===== src/rtl/sideband_rx.sv =====
module sideband_rx #(
  parameter int CNT_W = 6
) (
  input  logic             clk,
  input  logic             rst_n,
  input  logic             xfer_start,
  input  logic             xfer_rand,
  input  logic [CNT_W-1:0] xfer_len,
  input  logic             sb_even,
  input  logic             sb_odd,
  output logic             busy,
  output logic             col_valid,
  output logic [7:0]       col_addr,
  output logic             term_pulse,
  output logic             ctrl_err
);
  localparam logic [7:0] TERM_WORD = 8'h20;
  localparam logic [7:0] CONT_WORD = 8'h00;

  logic             rand_q;
  logic [CNT_W-1:0] left;
  logic [1:0]       slot;
  logic [5:0]       sh;
  logic [7:0]       word;
  logic             pkt_end;

  assign word    = {sb_odd, sb_even, sh};
  assign pkt_end = busy && (slot == 2'd3);

  always_ff @(posedge clk) begin
    if (!rst_n) begin
      busy       <= 1'b0;
      rand_q     <= 1'b0;
      left       <= '0;
      slot       <= '0;
      sh         <= '0;
      col_valid  <= 1'b0;
      col_addr   <= '0;
      term_pulse <= 1'b0;
      ctrl_err   <= 1'b0;
    end else begin
      col_valid  <= 1'b0;
      term_pulse <= 1'b0;
      if (xfer_start) begin
        busy     <= (xfer_len != '0);
        rand_q   <= xfer_rand;
        left     <= xfer_len;
        slot     <= '0;
        ctrl_err <= 1'b0;
      end else if (busy) begin
        sh   <= {sb_odd, sb_even, sh[5:2]};
        slot <= slot + 2'd1;
        if (pkt_end) begin
          left <= left - 1'b1;
          if (left == CNT_W'(1)) busy <= 1'b0;
          if (rand_q) begin
            col_valid <= 1'b1;
            col_addr  <= word;
          end else if (word == TERM_WORD) begin
            term_pulse <= 1'b1;
            busy       <= 1'b0;
          end else if (word != CONT_WORD) begin
            ctrl_err <= 1'b1;
          end
        end
      end
    end
  end


  strobe_single_chk: assert property (@(posedge clk) disable iff (!rst_n)
    col_valid |=> !col_valid);

  term_ends_chk: assert property (@(posedge clk) disable iff (!rst_n)
    term_pulse |-> !busy);

  kinds_exclusive_chk: assert property (@(posedge clk) disable iff (!rst_n)
    !(col_valid && (term_pulse || $rose(ctrl_err))));

  err_sticky_chk: assert property (@(posedge clk) disable iff (!rst_n)
    (ctrl_err && !xfer_start) |=> ctrl_err);

  busy_from_start_chk: assert property (@(posedge clk) disable iff (!rst_n)
    $rose(busy) |-> $past(xfer_start));

  zero_len_chk: assert property (@(posedge clk) disable iff (!rst_n)
    (xfer_start && xfer_len == '0) |=> !busy);
endmodule


===== config.mk =====
export PLATFORM = sky130hd
export DESIGN_NAME = sideband_rx
export DESIGN_NICKNAME = d
export VERILOG_FILES = /design/src/rtl/sideband_rx.sv
export SDC_FILE = /design/constraint.sdc
export NUM_CORES = 1
export LEC_CHECK = 0
export ABC_AREA = 1
export CAP_MARGIN = 20
export CELL_PAD_IN_SITES_DETAIL_PLACEMENT = 0
export CELL_PAD_IN_SITES_GLOBAL_PLACEMENT = 1
export CORE_UTILIZATION = 30
export DETAILED_ROUTE_END_ITERATION = 12
export GPL_TIMING_DRIVEN = 1
export PLACE_DENSITY_LB_ADDON = 0.1
export SKIP_CTS_REPAIR_TIMING = 1
export SLEW_MARGIN = 25
export SYNTH_ARGS = -nofsm -noshare
export SYNTH_HDL_FRONTEND = slang
export SYNTH_SLANG_ARGS = --single-unit

===== constraint.sdc =====
create_clock -name clk -period 1.3 [get_ports clk]
set_input_delay 0.39 -clock clk [delete_from_list [all_inputs] [get_ports clk]]
set_output_delay 0.39 -clock clk [all_outputs]
set_load 0.005 [all_outputs]

==> run_results.csv, run 1 <==
group,metric,value,unit
status,status,"complete, no violations",
final_layout,n_antenna_cell,0,
routing,wl,2.77,mm
yosys,ys_seq_elements,27,
job,drv_cap,0,
power_and_ir_drop,p_leak,0.928,nW
final_layout,area_delta_synth_final,42.6,%
placed_design,dp_hpwl,2.07,mm
worst_setup_path,rr_endpoint,"left[0]$_SDFFE_PN0P_",
clock_network,cts-root-buf,"clkbuf_8",
yosys,yosys-top-cells-area,"dfxtp_1 (45%), a21oi_1 (8.4%), nand2_1 (7.2%), o21ai_0 (7.1%), inv_1 (6.3%)",
routing,ant_nets,0,
routing,firstDrtPassIters,4,
worst_setup_path,critPathTopFamily,"buffers and inverters",
yosys,yosysUniqueCellTypes,24,
yosys,yosysMostFrequentCell,"dfxtp_1",
die,io_pins,24,
min_path,min-delay-start,"sb_even",
die,core_area,3740,um^2
yosys,syn_area,1200,um^2
clock_network,cts_num_sinks,27,
grt,grt_max_degree,17,
worst_setup_path,startpoint_type,"input pin",
routing,initialDrtViolationCount,59,
worst_setup_path,required,1.47,ns
yosys,yosysWarnings,0,
grt,track_usage,14.7,%
worst_setup_path,path_buf_inv,2,
worst_setup_path,slowest_stage,"clkdlybuf4s50_1",
die,fp.dieH,65.1,um
yosys,synth_top_area_share,45.2,%
routing,avgRoutedWirePerCell,11.5,um
sta,worstMarginPinSlew,0.237,ns
clock_network,cts_max_level,1,
power_and_ir_drop,cellPowerDensity,931,nW/um^2
worst_setup_path,cpMostUsedCell,"nand2_1",
worst_setup_path,cp.arrival,1.40,ns
die,dieArea,4240,um^2
yosys,yosys-top-cells-count,"dfxtp_1 (27), nand2_1 (23), a21oi_1 (20), inv_1 (20), nor2_1 (18)",
worst_setup_path,end_kind,"flip-flop",
worst_setup_path,crit_fanout,2,
sta,hold_violations,0,
final_layout,fill_cells,410,
routing,vias,1083,
worst_setup_path,worst-path-stages,9,
sta,fmax,813,MHz
clock_network,worstSkewPairLatency,0.27,ns
worst_setup_path,rrSetupSlack,0.11,ns
clock_network,cts_buffers,3,
yosys,synth_ff_type,"dfxtp_1",
final_layout,drive_gt1_share,27.8,%
sta,finalClockSkew,0.00171,ns
die,initial_utilization,32.0,%
grt,met1_usage,19.1,%
grt,grtUsageMet2,23.2,%
worst_setup_path,slowest_delay,0.43,ns
yosys,ys_async_sr_fraction,0,%
placed_design,dpl_cell_area,1570,um^2
worst_setup_path,reg2reg_depth,6,
yosys,syn_nets,172,
yosys,synth_seq_area_share,45.2,%
worst_setup_path,path_cells,"clkdlybuf4s50_1, inv_2, nand2_2, nor2_2, nand3_2, nand2_1, nand2_1, nand2_1, a21oi_1",
sta,final-setup-viol-count,0,
min_path,min_path_type,"in2reg",
yosys,synth-edff-count,0,
placed_design,place_congestion,0.786,
grt,antenna_found_initial,0,
worst_setup_path,path_class,"in2reg",
grt,grt_pass1_wl,4.70,mm
min_path,min_to,"col_addr[6]$_SDFFE_PN0P_",
sta,slew_headroom,84.2,%
yosys,syn_inst,157,
sta,rsz0062_at_grt,"yes",
sta,fin_crit_sh,94.6,%
sta,drv_slew,0,
clock_network,cts_buffer_depth,2,
sta,fin_crit,1.23,ns
final_layout,nets,210,
final_layout,fin_area,1710,um^2
die,fp-row-count,22,
routing,detail_route.vias_per_cell,4.48,
placed_design,io_buffers,23,
grt,grt_pass1_vias,1063,
min_path,holdPathStages,3,
routing,drt_drc_violations_left,0,
yosys,yosys.area.top_type,"dfxtp_1",
worst_setup_path,r2r_start,"slot[0]$_SDFFE_PP0P_",
placed_design,dp_cells,238,
grt,globalRouteOverflowTotal,0,
die,die_x,65.1,um
clock_network,clkTransAtPathRegs,0.10,ns
grt,busiest_layer,"met2",
final_layout,fin_cells,242,
power_and_ir_drop,peakVddDrop,0.000457,V
clock_network,cts_tree,"yes",
yosys,synth.avg_cell_area,7.62,um^2
grt,grtUsageMet3,3.30,%
## tightest hold or removal path: stages
cell            delay (ns)
dlymetal6s2s_1        0.14
inv_2                 0.07
a21oi_1               0.06
## where the power goes
group / total, mW / internal [mW] / switching, mW
Sequential: 0.874 / 0.856 / 0.0182
Combinational: 0.219 / 0.105 / 0.114
Clock: 0.495 / 0.218 / 0.277
## cells in the final DEF, fill, tap and decap left out, types with 2 or more instances in the layout
master,n
a21oi_1,20
a21oi_2,2
a31oi_1,2
buf_4,13
clkbuf_8,3
clkdlybuf4s50_1,9
dfxtp_1,13
dfxtp_2,14
dlymetal6s2s_1,14
ha_1,2
inv_1,17
inv_2,5
nand2_1,22
nand2_2,2
nand3_1,5
nor2_1,12
nor2_2,4
nor2_4,2
nor3_1,2
o21ai_0,15
o21ai_1,2
o21ai_2,2
xor2_1,2
## cell type report
cell class	instances	area, um^2	area share (%)
tap	48	60.1	3.52
clock buffer	3	41.3	2.42
multi-input combinational	102	558	32.7
sequential	27	558	32.7
inverter	24	97.6	5.72
timing repair buffer	37	383	22.5
clock inverter	1	7.51	0.440
## sequential cells by signal (all words and copies together), names as in the netlist
signal / count
slot: 2
ctrl_err: 1
term_pulse: 1
col_addr: 8
col_valid: 1
sh: 6
left: 6
rand_q: 1
busy: 1
## stage by stage
step | power (mW) | setup TNS (ns) | setup WS, ns | utilization, % | hold WS, ns
after CTS | 1.60 | -2.83 | -0.249 | 43.1 | 0.463
after floorplan | 1.00 | 0 | 0.0811 | - | 0.443
final | 1.59 | 0 | 0.0699 | 45.6 | 0.414
after global placement | 1.10 | -6.13 | -0.282 | 41.8 | 0.439
after global routing | 1.68 | -0.0146 | -0.0146 | 45.6 | 0.419
after detailed placement | 1.10 | -6.92 | -0.348 | 41.8 | 0.445
## worst max-delay path by stage
stage                              from                        to  slack [ns]
2_1_floorplan      slot[0]$_SDFFE_PP0P_  col_addr[2]$_SDFFE_PN0P_        0.08
3_3_place_gp                 xfer_start  col_addr[7]$_SDFFE_PN0P_       -0.28
3_5_place_dp                 xfer_start  col_addr[4]$_SDFFE_PN0P_       -0.35
4_1_cts        col_addr[2]$_SDFFE_PN0P_               col_addr[2]       -0.25
5_1_grt            left[0]$_SDFFE_PN0P_      left[4]$_SDFFE_PN0P_       -0.01
6_report                         sb_odd           busy$_SDFF_PN0_        0.07
## cell families (layout without fill, tap and decap cells)
family / Yosys count / after routing / share of synthesized area [%]
xor gates and xnor gates: 3 / 3 / 2.20
adders and majority gates: 3 / 3 / 3.14
DFF: 27 / 27 / 45.2
and+or+nand+nor: 51 / 51 / 17.7
buffers and inverters: 28 / 65 / 11.1
AOI/OAI and AO/OA: 45 / 45 / 20.7
## routing by layer
layer / wire length, um / vias up / part of all wire, %
met4: 44 / 0 / 1.6
met5: 0 / - / 0
met3: 104 / 5 / 3.8
met1: 1400 / 479 / 51
met2: 1220 / 17 / 44
li1: - / 582 / -
Note: power is estimated with default switching activity, not from simulation.
==> run 2: changes to the inputs <==
--- a/config.mk
+++ b/config.mk
@@ -12,7 +12,7 @@
 export CORE_UTILIZATION = 30
 export DETAILED_ROUTE_END_ITERATION = 12
 export GPL_TIMING_DRIVEN = 1
-export PLACE_DENSITY_LB_ADDON = 0.1
+export PLACE_DENSITY = 0.71
 export SKIP_CTS_REPAIR_TIMING = 1
 export SLEW_MARGIN = 25
 export SYNTH_ARGS = -nofsm -noshare
==> run 2 against run 1 <==
Against the previous run: die area unchanged; largest power group unchanged; maximum frequency grew 1.2%; hold slack better by 0.035 ns.
==> run_results.csv, run 2 (synthesis results as in run 1) <==
group,metric,value,unit
status,status,"complete, no violations",
routing,initialDrtViolationCount,54,
worst_setup_path,slowest_stage,"dfxtp_1",
clock_network,worstSkewPairLatency,0.27,ns
worst_setup_path,startpoint_type,"flip-flop",
placed_design,place_congestion,0.796,
die,initial_utilization,32.0,%
clock_network,cts_max_level,1,
clock_network,cts_buffers,3,
grt,grt_pass1_wl,4.47,mm
die,dieArea,4240,um^2
sta,fmax,823,MHz
routing,drt_drc_violations_left,0,
power_and_ir_drop,power_switching,0.396,mW
final_layout,reg.largest.list,"col_addr x8, left x6, sh x6",
grt,track_usage,13.6,%
placed_design,dpl_cell_area,1600,um^2
final_layout,area_delta_synth_final,48.0,%
die,io_pins,24,
final_layout,largest_register_ff_count,8,
final_layout,n_antenna_cell,0,
power_and_ir_drop,power_frac_seq,55.0,%
sta,fin_crit_sh,93.5,%
clock_network,cts_num_sinks,27,
final_layout,layout_common_cells,"nand2_1 (21), buf_4 (21), a21oi_1 (20)",
die,core_area,3740,um^2
power_and_ir_drop,swShare,24.9,%
grt,antenna_found_initial,0,
worst_setup_path,path_cells,"ha_2, nand2_2, buf_4, nor2_2, nand2_1, a31oi_1",
worst_setup_path,end_kind,"flip-flop",
routing,avgRoutedWirePerCell,10.8,um
grt,globalRouteOverflowTotal,0,
power_and_ir_drop,cellPowerDensity,899,nW/um^2
placed_design,io_buffers,23,
placed_design,dp_hpwl,1.99,mm
die,fp.dieH,65.1,um
routing,ant_nets,0,
final_layout,fill_cells,391,
final_layout,regMostFlops,"col_addr",
grt,grt_max_degree,17,
worst_setup_path,crit_fanout,3,
worst_setup_path,cp.arrival,1.42,ns
worst_setup_path,slowest_delay,0.36,ns
power_and_ir_drop,pwr-share-comb,15.5,%
sta,worstMarginPinSlew,0.261,ns
final_layout,nets,218,
routing,vias,1116,
clock_network,clkTransAtPathRegs,0.09,ns
worst_setup_path,critPathTopFamily,"flip-flops",
worst_setup_path,path_class,"reg2reg",
final_layout,utilization,47.3,%
sta,hold_violations,0,
power_and_ir_drop,clockPowerShare,29.6,%
sta,setup_slack,0.0846,ns
routing,detail_route.vias_per_cell,4.46,
sta,fin_crit,1.22,ns
final_layout,drive_gt1_share,30.7,%
sta,slew_headroom,82.5,%
power_and_ir_drop,finalPower,1.59,mW
routing,wl,2.70,mm
sta,final-setup-viol-count,0,
power_and_ir_drop,p_leak,0.980,nW
power_and_ir_drop,peakVddDrop,0.000676,V
clock_network,cts_buffer_depth,2,
min_path,min_path_type,"reg2reg",
worst_setup_path,path_buf_inv,1,
die,die_x,65.1,um
placed_design,dp_cells,243,
worst_setup_path,required,1.50,ns
final_layout,fin_area,1770,um^2
sta,drv_slew,0,
sta,finalClockSkew,0.00215,ns
clock_network,cts-root-buf,"clkbuf_8",
clock_network,cts_tree,"yes",
routing,firstDrtPassIters,4,
power_and_ir_drop,p_int,1.19,mW
die,fp-row-count,22,
final_layout,fin_cells,250,
grt,grt_pass1_vias,1014,
placed_design,dp_worst_setup_slack,-0.379,ns
job,drv_cap,0,
run 2: per-layer routing:
| metal | wire [um] | global-route usage (%) | vias to the layer above |
|---|---|---|---|
| met5 | 0 | 0 | - |
| met4 | 36 | 4.89 | 0 |
| met3 | 104 | 3.65 | 5 |
| met2 | 1180 | 20.6 | 17 |
| met1 | 1380 | 18.5 | 496 |
| li1 | - | - | 598 |
run 2: power by group through the flow:
stage | combinational [mW] | clock, mW | sequential [mW]
3_3_place_gp | 0.221 | 0 | 0.890
5_1_grt | 0.274 | 0.528 | 0.878
2_1_floorplan | 0.112 | 0 | 0.890
3_5_place_dp | 0.224 | 0 | 0.891
6_report | 0.246 | 0.470 | 0.875
4_1_cts | 0.226 | 0.502 | 0.872
run 2: path summary, 6_finish.rpt:
check	to	startpoint	depth (start not counted)	slack [ns]
max reg2reg	left[2]$_SDFFE_PN0P_	slot[0]$_SDFFE_PP0P_	6	0.08
min reg2reg	ctrl_err$_SDFFE_PP0P_	ctrl_err$_SDFFE_PP0P_	2	0.45
max	left[2]$_SDFFE_PN0P_	slot[0]$_SDFFE_PP0P_	6	0.08
min	ctrl_err$_SDFFE_PP0P_	ctrl_err$_SDFFE_PP0P_	2	0.45
run 2: final cells by class:
class	count	area [um^2]	area share, %
clock buffers	3	41.3	2.33
clock inverters	1	5.00	0.283
inverters	24	98.8	5.58
multi-input cells	102	567	32.0
flip-flops and latches	27	553	31.2
well taps	48	60.1	3.39
repair buffers	45	445	25.2
run 2: stage by stage:
step,setup TNS [ns],hold slack (ns)
4_1_cts,-3.13,0.464
2_1_floorplan,0,0.443
6_report,0,0.450
5_1_grt,-0.00771,0.469
3_5_place_dp,-7.69,0.444
3_3_place_gp,-6.82,0.438
run 2: worst reg2reg max path, cell delays in order, from the launching register on:
cell and delay (ns):
dfxtp_1 0.36, ha_2 0.19, nand2_2 0.08, buf_4 0.15, nor2_2 0.13, nand2_1 0.07
a31oi_1 0.17
==> run 3: changes to the inputs <==
--- a/config.mk
+++ b/config.mk
@@ -11,10 +11,9 @@
 export CELL_PAD_IN_SITES_GLOBAL_PLACEMENT = 1
 export CORE_UTILIZATION = 30
 export DETAILED_ROUTE_END_ITERATION = 12
-export GPL_TIMING_DRIVEN = 1
+export GPL_TIMING_DRIVEN = 0
 export PLACE_DENSITY = 0.71
 export SKIP_CTS_REPAIR_TIMING = 1
-export SLEW_MARGIN = 25
 export SYNTH_ARGS = -nofsm -noshare
 export SYNTH_HDL_FRONTEND = slang
 export SYNTH_SLANG_ARGS = --single-unit
==> run 3 against run 2 <==
Against the previous run: critical path type unchanged; clock skew is essentially flat; count of clock-buffer cells in the layout grew 1; power decreased by 2.5%.
==> run_results.csv, run 3 (synthesis results as in run 1) <==
group,metric,value,unit
status,status,"complete, no violations",
routing,ant_nets,0,
clock_network,clkTransAtPathRegs,0.09,ns
sta,fmax,801,MHz
final_layout,utilization,45.5,%
routing,wl,2.73,mm
power_and_ir_drop,swShare,24.4,%
sta,hold_violations,0,
worst_setup_path,cp.arrival,1.41,ns
die,die_x,65.1,um
worst_setup_path,r2r_start,"slot[0]$_SDFFE_PP0P_",
final_layout,area_delta_synth_final,42.3,%
final_layout,drive_gt1_share,24.9,%
worst_setup_path,end_kind,"flip-flop",
clock_network,cts_buffer_depth,2,
grt,globalRouteOverflowTotal,0,
grt,antenna_found_initial,0,
final_layout,reg.largest.list,"col_addr x8, left x6, sh x6",
clock_network,cts_tree,"yes",
worst_setup_path,required,1.46,ns
grt,grt_max_degree,15,
power_and_ir_drop,power_switching,0.379,mW
worst_setup_path,crit_fanout,3,
routing,firstDrtPassIters,5,
sta,fin_crit,1.25,ns
sta,setup-tns-final,0,ns
final_layout,layout_common_cells,"nand2_1 (21), a21oi_1 (19), inv_1 (18)",
die,fp-row-count,22,
power_and_ir_drop,p_leak,0.948,nW
die,fp.dieH,65.1,um
placed_design,place_congestion,0.818,
final_layout,nets,209,
worst_setup_path,cp-startpoint,"slot[0]$_SDFFE_PP0P_",
power_and_ir_drop,finalPower,1.55,mW
clock_network,cts-root-buf,"clkbuf_8",
clock_network,cts_buffers,3,
clock_network,cts_num_sinks,27,
sta,worstMarginPinSlew,0.301,ns
power_and_ir_drop,clockPowerShare,30.0,%
die,core_area,3740,um^2
sta,fin_crit_sh,96.0,%
routing,initialDrtViolationCount,39,
final_layout,n_antenna_cell,0,
placed_design,io_buffers,23,
power_and_ir_drop,power_frac_seq,56.3,%
die,dieArea,4240,um^2
min_path,min_path_type,"in2reg",
power_and_ir_drop,cellPowerDensity,912,nW/um^2
placed_design,dp_hpwl,2.04,mm
routing,detail_route.vias_per_cell,4.45,
sta,drv_slew,0,
final_layout,largest_register_ff_count,8,
worst_setup_path,path_class,"reg2reg",
routing,avgRoutedWirePerCell,11.3,um
grt,track_usage,14.3,%
final_layout,final_common_cell,"nand2_1",
job,drv_cap,0,
min_path,min-delay-start,"sb_odd",
grt,grt_pass1_wl,4.64,mm
routing,vias,1072,
worst_setup_path,startpoint_type,"flip-flop",
clock_network,worstSkewPairLatency,0.27,ns
clock_network,cts_max_level,1,
power_and_ir_drop,p_int,1.17,mW
worst_setup_path,rrSetupSlack,0.05,ns
sta,final-setup-viol-count,0,
power_and_ir_drop,pwr-share-comb,13.6,%
routing,drt_drc_violations_left,0,
power_and_ir_drop,peakVddDrop,0.000591,V
die,initial_utilization,32.0,%
die,io_pins,24,
final_layout,fin_cells,241,
grt,grt_pass1_vias,1026,
sta,finalClockSkew,0.00182,ns
placed_design,dp_cells,228,
sta,slew_headroom,79.9,%
sta,whs,0.420,ns
final_layout,regMostFlops,"col_addr",
run 3: worst max-delay path: stages (launching register included):
cell	delay (ns)
dfxtp_2	0.35
ha_2	0.19
nand2_2	0.08
buf_4	0.15
buf_4	0.13
o211ai_1	0.15
a31oi_1	0.09
run 3: power by group through the flow:
stage	clock network (mW)	logic, mW	registers [mW]
4_1_cts	0.477	0.185	0.875
5_1_grt	0.512	0.240	0.878
3_5_place_dp	0	0.184	0.894
2_1_floorplan	0	0.112	0.890
3_3_place_gp	0	0.181	0.892
6_report	0.466	0.212	0.874
run 3: layout make-up:
cell class / count / area [um^2]
fill: 390 / 2040
buffer: 4 / 47.5
multi-input combinational: 102 / 557
clock buffer: 4 / 45.0
inverter: 24 / 97.6
timing repair buffer: 32 / 338
sequential: 27 / 557
tap: 48 / 60.1
run 3: routing by layer:
layer  vias to the layer above  share of wire (%)  track usage [%]  routed length [um]
li1                        582                  -                -                   -
met1                       469                 50             19.3                1370
met2                        19                 45             21.6                1220
met3                         2                4.0             3.82                 110
met4                         0                1.1             5.43                  29
met5                         -                  0                0                   0
run 3: stage by stage:
stage	area (um^2)	setup slack [ns]
after floorplan	1200	0.0811
after global placement	1490	-0.485
after detailed placement	1490	-0.518
after CTS	1530	-0.375
after global routing	1700	-0.00468
final	1700	0.0519
run 3: worst paths after layout:
path | endpoint | depth (start not counted)
setup reg to reg | left[2]$_SDFFE_PN0P_ | 6
hold / removal | col_addr[7]$_SDFFE_PN0P_ | 3
hold reg to reg | ctrl_err$_SDFFE_PP0P_ | 2
setup / recovery | left[2]$_SDFFE_PN0P_ | 6
